<file path="src/rtl/abl_pkg.sv">
package abl_pkg;

    typedef enum logic [1:0] {
        MODE_WRITE = 2'd0,
        MODE_HOLD  = 2'd1,
        MODE_DEMUX = 2'd2,
        MODE_CLEAR = 2'd3
    } abl_mode_e;

    typedef struct packed {
        logic en_n;
        logic clr_n;
    } abl_ctl_t;

    function automatic abl_mode_e abl_mode_of(input abl_ctl_t ctl);
        abl_mode_e m;
        case ({ctl.en_n, ctl.clr_n})
            2'b01:   m = MODE_WRITE;
            2'b11:   m = MODE_HOLD;
            2'b00:   m = MODE_DEMUX;
            default: m = MODE_CLEAR;
        endcase
        return m;
    endfunction

endpackage

</file>
<file path="src/rtl/abl_mode_dec.sv">
module abl_mode_dec
    import abl_pkg::*;
(
    input  logic      wr_en_n,
    input  logic      clr_n,
    output abl_mode_e mode
);
    abl_ctl_t ctl;

    always_comb begin
        ctl.en_n  = wr_en_n;
        ctl.clr_n = clr_n;
        mode      = abl_mode_of(ctl);
    end
endmodule

</file>
<file path="src/rtl/abl_sel_dec.sv">
module abl_sel_dec #(
    parameter int NUM_BITS = 8,
    parameter int SEL_W    = (NUM_BITS > 1) ? $clog2(NUM_BITS) : 1
) (
    input  logic [SEL_W-1:0]    sel,
    output logic [NUM_BITS-1:0] hit
);
    for (genvar i = 0; i < NUM_BITS; i++) begin : g_hit
        assign hit[i] = (sel == SEL_W'(i));
    end
endmodule

</file>
<file path="src/rtl/abl_bit_cell.sv">
module abl_bit_cell
    import abl_pkg::*;
(
    input  logic      clk,
    input  logic      rst,
    input  abl_mode_e mode,
    input  logic      hit,
    input  logic      din,
    output logic      q
);
    always_ff @(posedge clk) begin
        if (rst) begin
            q <= 1'b0;
        end else begin
            case (mode)
                MODE_WRITE: if (hit) q <= din;
                MODE_HOLD:  q <= q;
                MODE_DEMUX: q <= hit & din;
                default:    q <= 1'b0;
            endcase
        end
    end
endmodule

</file>
<file path="src/rtl/addr_bit_latch.sv">
module addr_bit_latch
    import abl_pkg::*;
#(
    parameter int NUM_BITS = 8,
    localparam int SEL_W   = (NUM_BITS > 1) ? $clog2(NUM_BITS) : 1
) (
    input  logic                clk,
    input  logic                rst,
    input  logic                wr_en_n,
    input  logic                clr_n,
    input  logic [SEL_W-1:0]    sel,
    input  logic                din,
    output logic [NUM_BITS-1:0] q
);
    abl_mode_e             mode;
    logic [NUM_BITS-1:0]   hit;

    abl_mode_dec u_mode (
        .wr_en_n (wr_en_n),
        .clr_n   (clr_n),
        .mode    (mode)
    );

    abl_sel_dec #(.NUM_BITS(NUM_BITS), .SEL_W(SEL_W)) u_sel (
        .sel (sel),
        .hit (hit)
    );

    for (genvar i = 0; i < NUM_BITS; i++) begin : g_cell
        abl_bit_cell u_cell (
            .clk  (clk),
            .rst  (rst),
            .mode (mode),
            .hit  (hit[i]),
            .din  (din),
            .q    (q[i])
        );
    end
endmodule

</file>
<file path="config.mk">
export PLATFORM = sky130hd
export DESIGN_NAME = addr_bit_latch
export DESIGN_NICKNAME = d
export VERILOG_FILES = /design/src/rtl/abl_pkg.sv /design/src/rtl/abl_mode_dec.sv /design/src/rtl/abl_sel_dec.sv /design/src/rtl/abl_bit_cell.sv /design/src/rtl/addr_bit_latch.sv
export SDC_FILE = /design/constraint.sdc
export NUM_CORES = 1
export LEC_CHECK = 0
export BUFFER_PORTS_ARGS = -buffer_cell sky130_fd_sc_hd__buf_2
export CAP_MARGIN = 20
export CORE_AREA = 10 10 47 49
export DETAILED_ROUTE_END_ITERATION = 12
export DIE_AREA = 0 0 57 59
export PLACE_DENSITY_LB_ADDON = 0.08
export SYNTH_ARGS = -nofsm -noshare
export SYNTH_HDL_FRONTEND = slang
export SYNTH_SLANG_ARGS = --single-unit
</file>
<file path="constraint.sdc">
create_clock -name clk -period 0.8 [get_ports clk]
set_clock_uncertainty 0.05 [all_clocks]
set_input_delay 0.08 -clock clk [delete_from_list [all_inputs] [get_ports clk]]
set_output_delay 0.08 -clock clk [all_outputs]
set_load 0.02 [all_outputs]
</file>
==> results of run 1 <==
area by class of cell:
class / instances / area [sq um] / area share, %
clock buffer: 3 / 22.5 / 3.64
multi-input combinational: 25 / 225 / 36.4
sequential: 8 / 170 / 27.5
tap: 16 / 20.0 / 3.23
timing repair buffer: 22 / 181 / 29.3
power breakdown:
part           switching [mW]  internal [mW]  leakage [nW]
Combinational          0.0559         0.0617         0.171
Clock                   0.135          0.172        0.0138
Sequential            0.00429          0.406        0.0686
Total                   0.195          0.639         0.253
what timing repair did:
item,CTS,global route
setup endpoints to repair,8,9
buffers inserted,2,1
resized for setup,24,1
synthesized netlist by cell type:
| library cell | count | area [sq um] |
|---|---|---|
| nand3b_1 | 8 | 60.1 |
| nor4_1 | 1 | 6.26 |
| buf_4 | 8 | 60.1 |
| and4bb_2 | 2 | 25.0 |
| nand2b_1 | 1 | 6.26 |
| nand4b_1 | 1 | 8.76 |
| clkbuf_2 | 1 | 5.00 |
| mux2i_1 | 8 | 80.1 |
| and4bb_1 | 1 | 12.5 |
| dfxtp_1 | 8 | 160 |
| nor4b_1 | 3 | 26.3 |
| buf_1 | 1 | 3.75 |
worst reg2reg max path, delay by kind of cell, from the launching register on:
family,cells,cell delay (ps)
simple gates,1,70
buf+inv,1,130
mux,1,60
flops,1,320
path summary, 6_finish.rpt:
kind | start | endpoint | slack [ps] | cells after the start
min | clr_n | g_cell[3].u_cell.q$_SDFFE_PP0P_ | 130 | 3
min reg2reg | g_cell[3].u_cell.q$_SDFFE_PP0P_ | g_cell[3].u_cell.q$_SDFFE_PP0P_ | 440 | 2
max reg2reg | g_cell[4].u_cell.q$_SDFFE_PP0P_ | g_cell[4].u_cell.q$_SDFFE_PP0P_ | 30 | 3
max | g_cell[6].u_cell.q$_SDFFE_PP0P_ | q[6] | -30 | 1
cell families after synthesis:
logic type / count (synthesis) / synth area share (%)
muxes: 8 / 17.6
buffers and inverters: 10 / 15.2
and+or+nand+nor: 17 / 32.0
DFF: 8 / 35.3
per-stage QoR:
step                instance area [sq um]  setup TNS (ps)  utilization [%]  instances
floorplan                             454               0                -         43
global placement                      510            -912             36.4         68
detailed placement                    510           -1000             36.4         68
CTS                                   608            -314             43.4         73
global route                          619            -528             44.2         74
finish                                619            -227             44.2         74
routing by layer:
layer / global-route usage, % / part of all wire [%] / up-vias
li1: - / - / 184
met1: 7.96 / 46 / 169
met2: 10.7 / 47 / 15
met3: 3.22 / 5.9 / 2
met4: 5.03 / 0.90 / 0
met5: 0 / 0 / -
==> flow_summary.ini, run 1 <==
[outcome]
outcome = finished with violations
violations = negative setup slack

[final_layout]
layout_common_cells = buf_6 (9), nand3b_1 (8), mux2i_1 (8), dfxtp_2 (8), buf_2 (7)
layout.nets = 68
drive_gt1_share_pct = 60.3
fillCellCount = 151
largest_register = g_cell.u_cell.q
largest_registers = g_cell.u_cell.q: 8 flops
diodes = 0
largest_reg_flops = 8
areaGrowthSynthToFinish_pct = 36.4
mostFrequentLayoutCell = buf_6

[global_routing]
antenna_found_initial = 0
grt-ovfl-total = 0
gr-usage-all-layers_pct = 7.17
grt_pass1_wl_mm = 1.90
grt_pass1_vias = 417
grt_start_max_net_pins = 9

[pwr]
power_mw = 0.834
power.leakage_nw = 0.253
ir_worst_vdd_mv = 0.825
powerDensity_nw_per_um2 = 1350

[sta]
fin_ws_ps = -33.5
maxSlewHeadroom_pct = 72.9
clock.fmax_mhz = 1200
min_period_ps = 833
rsz0062_at_grt = true
fin_crit_sh_pct = 104
drv_slew = 0
setup_violations = 8
worstMarginPinSlew_ps = 401
worst_hold_slack_ps = 125
hold_viol = 0

[setup_path]
crit_path_top_delay_cell = dfxtp_2
cpLargestDelayFamily = flip-flops
cp.buffers_inverters = 1
startpoint_type = register
crit_path_max_incr_delay_ps = 340
cp.arrival_ps = 700
end_kind = output pin
required_ps = 670
cp_max_fo = 2
crit_type = reg -> out
crit_chain = buf_6

[logic_synthesis]
ys_ff_latch = 8
ys_types = 12
synth-seq-area-share_pct = 35.3
syn_inst = 43
synthesis.nets = 51
yosysWarnings = 0
netlist_area_sq_um = 454
syn_area_per_cell_sq_um = 10.6

[cts]
ctsHoldBuffers = 0
cts_buffer_depth = 2
cts-root-buf = clkbuf_4
numCtsBuffers = 3
clk_latency_ps = 250
clock-sinks = 8
htree_num_levels = 1
cts_tree = built
clkTransAtPathRegs_ps = 50

[drt]
routed_wl_mm = 1.11
drc = 0
drt_pass1_iterations = 4
ant_nets = 0
vias = 370
drt_iter0_drc = 5
viasPerCell = 5.00
drt-wirelength-per-cell_microns = 15.0

[floorplanning]
io_pins = 16
die_y_microns = 59
std_cell_rows = 14
core_area_sq_um = 1400
start_util_pct = 32.4
dieArea_sq_um = 3360
die_x_microns = 57

[placed_design]
port_buffers = 15
routabilityCongestion = 0.637
place_hpwl_microns = 815
pre_cts_ws_ps = -217

[min_path]
hp-class = in -> reg

[run]
maxCapViolations = 0
Power figures use the tool's default switching activity.
==> run 2: changes to the inputs <==
--- a/config.mk
+++ b/config.mk
@@ -7,9 +7,9 @@
 export LEC_CHECK = 0
 export BUFFER_PORTS_ARGS = -buffer_cell sky130_fd_sc_hd__buf_2
 export CAP_MARGIN = 20
-export CORE_AREA = 10 10 47 49
+export CORE_MARGIN = 10
+export CORE_UTILIZATION = 30
 export DETAILED_ROUTE_END_ITERATION = 12
-export DIE_AREA = 0 0 57 59
 export PLACE_DENSITY_LB_ADDON = 0.08
 export SYNTH_ARGS = -nofsm -noshare
 export SYNTH_HDL_FRONTEND = slang
==> run 2 against run 1 <==
Net effect:
- the flow still finishes with violations (negative setup slack)
- global-route usage hardly changed
- sequential power about the same
- final area rose by 8.3%
- total power increased by 3.5%
- cell count rose by 4.1%
==> flow_summary.ini, run 2 (same netlist as run 1, synthesis figures left out) <==
[outcome]
outcome = finished with violations
violations = negative setup slack

[setup_path]
end_kind = output pin
cp.arrival_ps = 710
cp_max_fo = 2
crit_type = reg -> out
reg2reg_from = g_cell[5].u_cell.q$_SDFFE_PP0P_
crit_path_max_incr_delay_ps = 340
r2r_end = g_cell[5].u_cell.q$_SDFFE_PP0P_
cp.buffers_inverters = 1
crit_chain = buf_6
r2r_setup_slack_ps = 20
rr_worst_depth = 3
required_ps = 670
crit_path_top_delay_cell = dfxtp_2
startpoint_type = register
cpLargestDelayFamily = flip-flops

[final_layout]
layout.nets = 72
largest_registers = g_cell.u_cell.q: 8 flops
fin_area_sq_um = 671
drive_gt1_share_pct = 67.7
diodes = 0
areaGrowthSynthToFinish_pct = 47.7
layout_common_cells = buf_6 (10), buf_4 (9), nand3b_1 (8), mux2i_1 (8), dfxtp_2 (8)
final_util_pct = 49.1
mostFrequentLayoutCell = buf_6
largest_reg_flops = 8
largest_register = g_cell.u_cell.q

[cts]
htree_num_levels = 1
clock-sinks = 8
cts_tree = built
cts-root-buf = clkbuf_4
clkTransAtPathRegs_ps = 60
cts_buffer_depth = 2
numCtsBuffers = 3
ctsHoldBuffers = 0
clk_latency_ps = 260

[global_routing]
grt_pass1_wl_mm = 1.91
top_usage_layer = met2
grtUsageMet1_pct = 6.76
grt_start_max_net_pins = 9
antenna_found_initial = 0
grt_util_met2_pct = 10.7
grt-ovfl-total = 0
grt_pass1_vias = 446
gr-usage-all-layers_pct = 7.13
gr-usage-met3_pct = 4.72

[drt]
viasPerCell = 4.94
drt_pass1_iterations = 4
drc = 0
drt-wirelength-per-cell_microns = 15.3
drt_iter0_drc = 5
routed_wl_mm = 1.18
ant_nets = 0
vias = 380

[pwr]
seqPwrFrac_pct = 47.5
power.switching_mw = 0.211
pwr-share-clk_pct = 36.6
ir_worst_vdd_mv = 0.665
combPwrFrac_pct = 15.9
powerDensity_nw_per_um2 = 1290
power.leakage_nw = 0.277
p_int_mw = 0.652
p_sw_share_pct = 24.5

[sta]
drv_slew = 0
setup_violations = 8
fin_ws_ps = -43.2
maxSlewHeadroom_pct = 79.4
clock.fmax_mhz = 1190
rsz0062_at_grt = true
worst_hold_slack_ps = 95.2
hold_viol = 0
fin_crit_sh_pct = 105
min_period_ps = 843
worstMarginPinSlew_ps = 309

[floorplanning]
dieArea_sq_um = 3470
die_y_microns = 58.9
std_cell_rows = 13
start_util_pct = 33.2
core_area_sq_um = 1370
io_pins = 16
die_x_microns = 58.9

[placed_design]
placed_area_sq_um = 532
port_buffers = 15
place_hpwl_microns = 875
routabilityCongestion = 0.760

[min_path]
min-delay-start = rst
whs_endpoint = g_cell[1].u_cell.q$_SDFFE_PP0P_
hp-class = in -> reg
holdPathStages = 3

[run]
maxCapViolations = 0
run 2: per-layer routing:
layer  up-vias  routed length (microns)  share of wire (%)
li1        193                        -                  -
met2        14                      511                 43
met3         2                      145                 12
met4         0                       10               0.85
met1       171                      513                 43
met5         -                        0                  0
run 2: cell type report:
cell class / count / area (sq um)
clock buffers: 3 / 22.5
multi-input cells: 25 / 244
well taps: 15 / 18.8
flip-flops and latches: 8 / 170
fillers: 144 / 696
repair buffers: 26 / 215
run 2: worst max path at each step:
stage	startpoint	to	slack, ps	cells past startpoint
floorplan	sel[1]	g_cell[1].u_cell.q$_SDFFE_PP0P_	60	2
global placement	sel[1]	g_cell[1].u_cell.q$_SDFFE_PP0P_	-250	4
detailed placement	sel[1]	g_cell[2].u_cell.q$_SDFFE_PP0P_	-250	4
CTS	g_cell[0].u_cell.q$_SDFFE_PP0P_	q[0]	-50	1
global route	g_cell[5].u_cell.q$_SDFFE_PP0P_	q[5]	-70	1
finish	g_cell[5].u_cell.q$_SDFFE_PP0P_	q[5]	-40	1
run 2: repair_timing:
action                                  in CTS  in global routing
gates resized for setup                     24                  5
endpoints found under the setup margin       8                 13
buffers inserted                             4                  0
cloned                                       0                  0
run 2: power by group through the flow:
stage / clock network [mW] / registers, mW / logic [mW]
after CTS: 0.326 / 0.409 / 0.130
final: 0.316 / 0.410 / 0.138
after detailed placement: 0 / 0.416 / 0.118
after global placement: 0 / 0.415 / 0.114
after global routing: 0.344 / 0.410 / 0.147
after floorplan: 0 / 0.415 / 0.0580
run 2: per-stage QoR:
stage	total power, mW	std cells	setup slack [ps]	setup TNS [ps]
after floorplan	0.473	43	63.9	0
after global placement	0.530	70	-248	-969
after detailed placement	0.534	70	-246	-1070
after CTS	0.864	77	-46.3	-291
after global routing	0.901	77	-72.2	-584
final	0.863	77	-43.2	-260
==> run 3: changes to the inputs <==
--- a/config.mk
+++ b/config.mk
@@ -13,4 +13,5 @@
 export PLACE_DENSITY_LB_ADDON = 0.08
 export SYNTH_ARGS = -nofsm -noshare
 export SYNTH_HDL_FRONTEND = slang
+export SYNTH_HIERARCHICAL = 1
 export SYNTH_SLANG_ARGS = --single-unit
==> run 3 against run 2 <==
Net effect:
- the run still ends with negative setup slack left
- flip-flop and latch count stayed put
- worst setup slack better by 6.8 ps
- first-iteration DRC count is 20% lower
- combinational power is 9% higher
==> flow_summary.ini, run 3 <==
[final_layout]
largest_register = g_cell.u_cell/q
final_util_pct = 46.0
diodes = 0
stdcell_count = 85
layout_common_cells = nand2b_4 (8), mux2i_1 (8), nor2_1 (8), dfxtp_2 (8), buf_6 (8)
layout.nets = 79
areaGrowthSynthToFinish_pct = 41.0
fin_area_sq_um = 709
largest_reg_flops = 8
drive_gt1_share_pct = 62.3
largest_registers = g_cell.u_cell/q: 8 flops
multi_input_area_sq_um = 353
seq_area_sq_um = 170
fillCellCount = 160

[global_routing]
gr-usage-all-layers_pct = 6.55
grt_start_max_net_pins = 9
grt_pass1_wl_mm = 1.86
grt-ovfl-total = 0
antenna_found_initial = 0
grt_pass1_vias = 402

[floorplanning]
dieArea_sq_um = 3710
die_y_microns = 60.9
start_util_pct = 32.6
io_pins = 16
std_cell_rows = 14
die_x_microns = 60.9
core_area_sq_um = 1540

[setup_path]
crit_path_top_delay_cell = dfxtp_2
end_kind = output pin
cp.arrival_ps = 710
crit_type = reg -> out
crit_chain = buf_6
cp_max_fo = 2
startpoint_type = register
crit_path_max_incr_delay_ps = 340
cpLargestDelayFamily = flip-flops
cp.buffers_inverters = 1
required_ps = 670
r2r_setup_slack_ps = 0

[sta]
drv_slew = 0
fin_tns_setup_ps = -158
hold_viol = 0
min_period_ps = 836
worstMarginPinSlew_ps = 294
setup_violations = 8
fin_crit_sh_pct = 105
maxSlewHeadroom_pct = 80.4
worst_hold_slack_ps = 46.0
clock.fmax_mhz = 1200
rsz0062_at_grt = true
fin_ws_ps = -36.5

[pwr]
ir_worst_vdd_mv = 0.733
power.leakage_nw = 0.369
powerDensity_nw_per_um2 = 1210
power_mw = 0.862

[logic_synthesis]
syn_inst = 50
syn_area_per_cell_sq_um = 10.1
yosysTopAreaCell = dfxtp_1
synth-seq-area-share_pct = 31.8
async_flop_share_pct = 0
ys.flop_type = dfxtp_1
yosys.area.top_type_share_pct = 31.8
synthTopCellsByArea = dfxtp_1 (32%), nand2b_4 (22%), mux2i_1 (16%)
yosysWarnings = 6
netlist_area_sq_um = 503
synth_edf_count = 0
ys_top_cells_by_count = dfxtp_1 (8), mux2i_1 (8), nand2b_4 (8), nor2_1 (8), nor2b_1 (8)
ys_types = 11
ys_ff_latch = 8
synthesis.nets = 58

[drt]
drt_iter0_drc = 4
ant_nets = 0
routed_wl_mm = 1.07
vias = 379
drt-wirelength-per-cell_microns = 12.6
viasPerCell = 4.46
drt_pass1_iterations = 3
drc = 0

[cts]
cts_buffer_depth = 2
numCtsBuffers = 3
clk_latency_ps = 240
cts_setup_buffers = 0
clock-sinks = 8
cts_tree = built
htree_num_levels = 1
clkTransAtPathRegs_ps = 60
cts-root-buf = clkbuf_4

[min_path]
hp-class = in -> reg

[placed_design]
port_buffers = 15
pre_cts_ws_ps = -183
routabilityCongestion = 0.686
placed_area_sq_um = 628
dp_cells = 82

[outcome]
outcome = finished with violations
violations = negative setup slack

[run]
maxCapViolations = 0
run 3: cell types whose count changed after synthesis, moves of 2 or more:
cell      before  now
nor2b_1        0    8
nor2_1         0    8
nor4b_1        3    0
nand3b_1       8    0
buf_4          8    0
nor3b_1        0    3
and3b_2        0    3
nand2b_4       0    8
and4bb_2       2    0
run 3: cell type report:
type                       instances  share of cell area, %
timing repair buffer              17                   19.8
sequential                         8                   24.0
clock buffer                       3                   3.17
multi-input combinational         40                   49.7
tap                               16                   2.82
inverter                           1                  0.529
run 3: path summary, 6_finish.rpt:
kind,startpoint,end,cells past startpoint
worst max-delay path,g_cell[5].u_cell/q$_SDFFE_PP0P_,q[5],1
worst min-delay path,rst,g_cell[5].u_cell/q$_SDFFE_PP0P_,2
worst max register to register,g_cell[2].u_cell/q$_SDFFE_PP0P_,g_cell[2].u_cell/q$_SDFFE_PP0P_,3
worst min register to register,g_cell[7].u_cell/q$_SDFFE_PP0P_,g_cell[7].u_cell/q$_SDFFE_PP0P_,3
run 3: cell families after synthesis:
family | share of synthesized area, %
buf+inv | 1.49
mux | 15.9
flops | 31.8
simple gates | 50.7
run 3: per-layer routing:
layer | track usage, % | part of all wire [%] | up-vias
met4 | 2.82 | 0 | 0
met3 | 3.55 | 7.0 | 0
met1 | 7.83 | 46 | 170
met5 | 0 | 0 | -
li1 | - | - | 204
met2 | 9.46 | 47 | 5
run 3: timing repair:
action / CTS / global route
pin swaps: 0 / 2
hold buffers: 0 / 0
resized for setup: 17 / 2
cloned: 0 / 0
endpoints found under the setup margin: 8 / 16
run 3: power by group:
part / switching [mW] / internal, mW / total (mW)
clock network: 0.131 / 0.171 / 0.303
logic: 0.0713 / 0.0784 / 0.150
registers: 0.00378 / 0.405 / 0.409
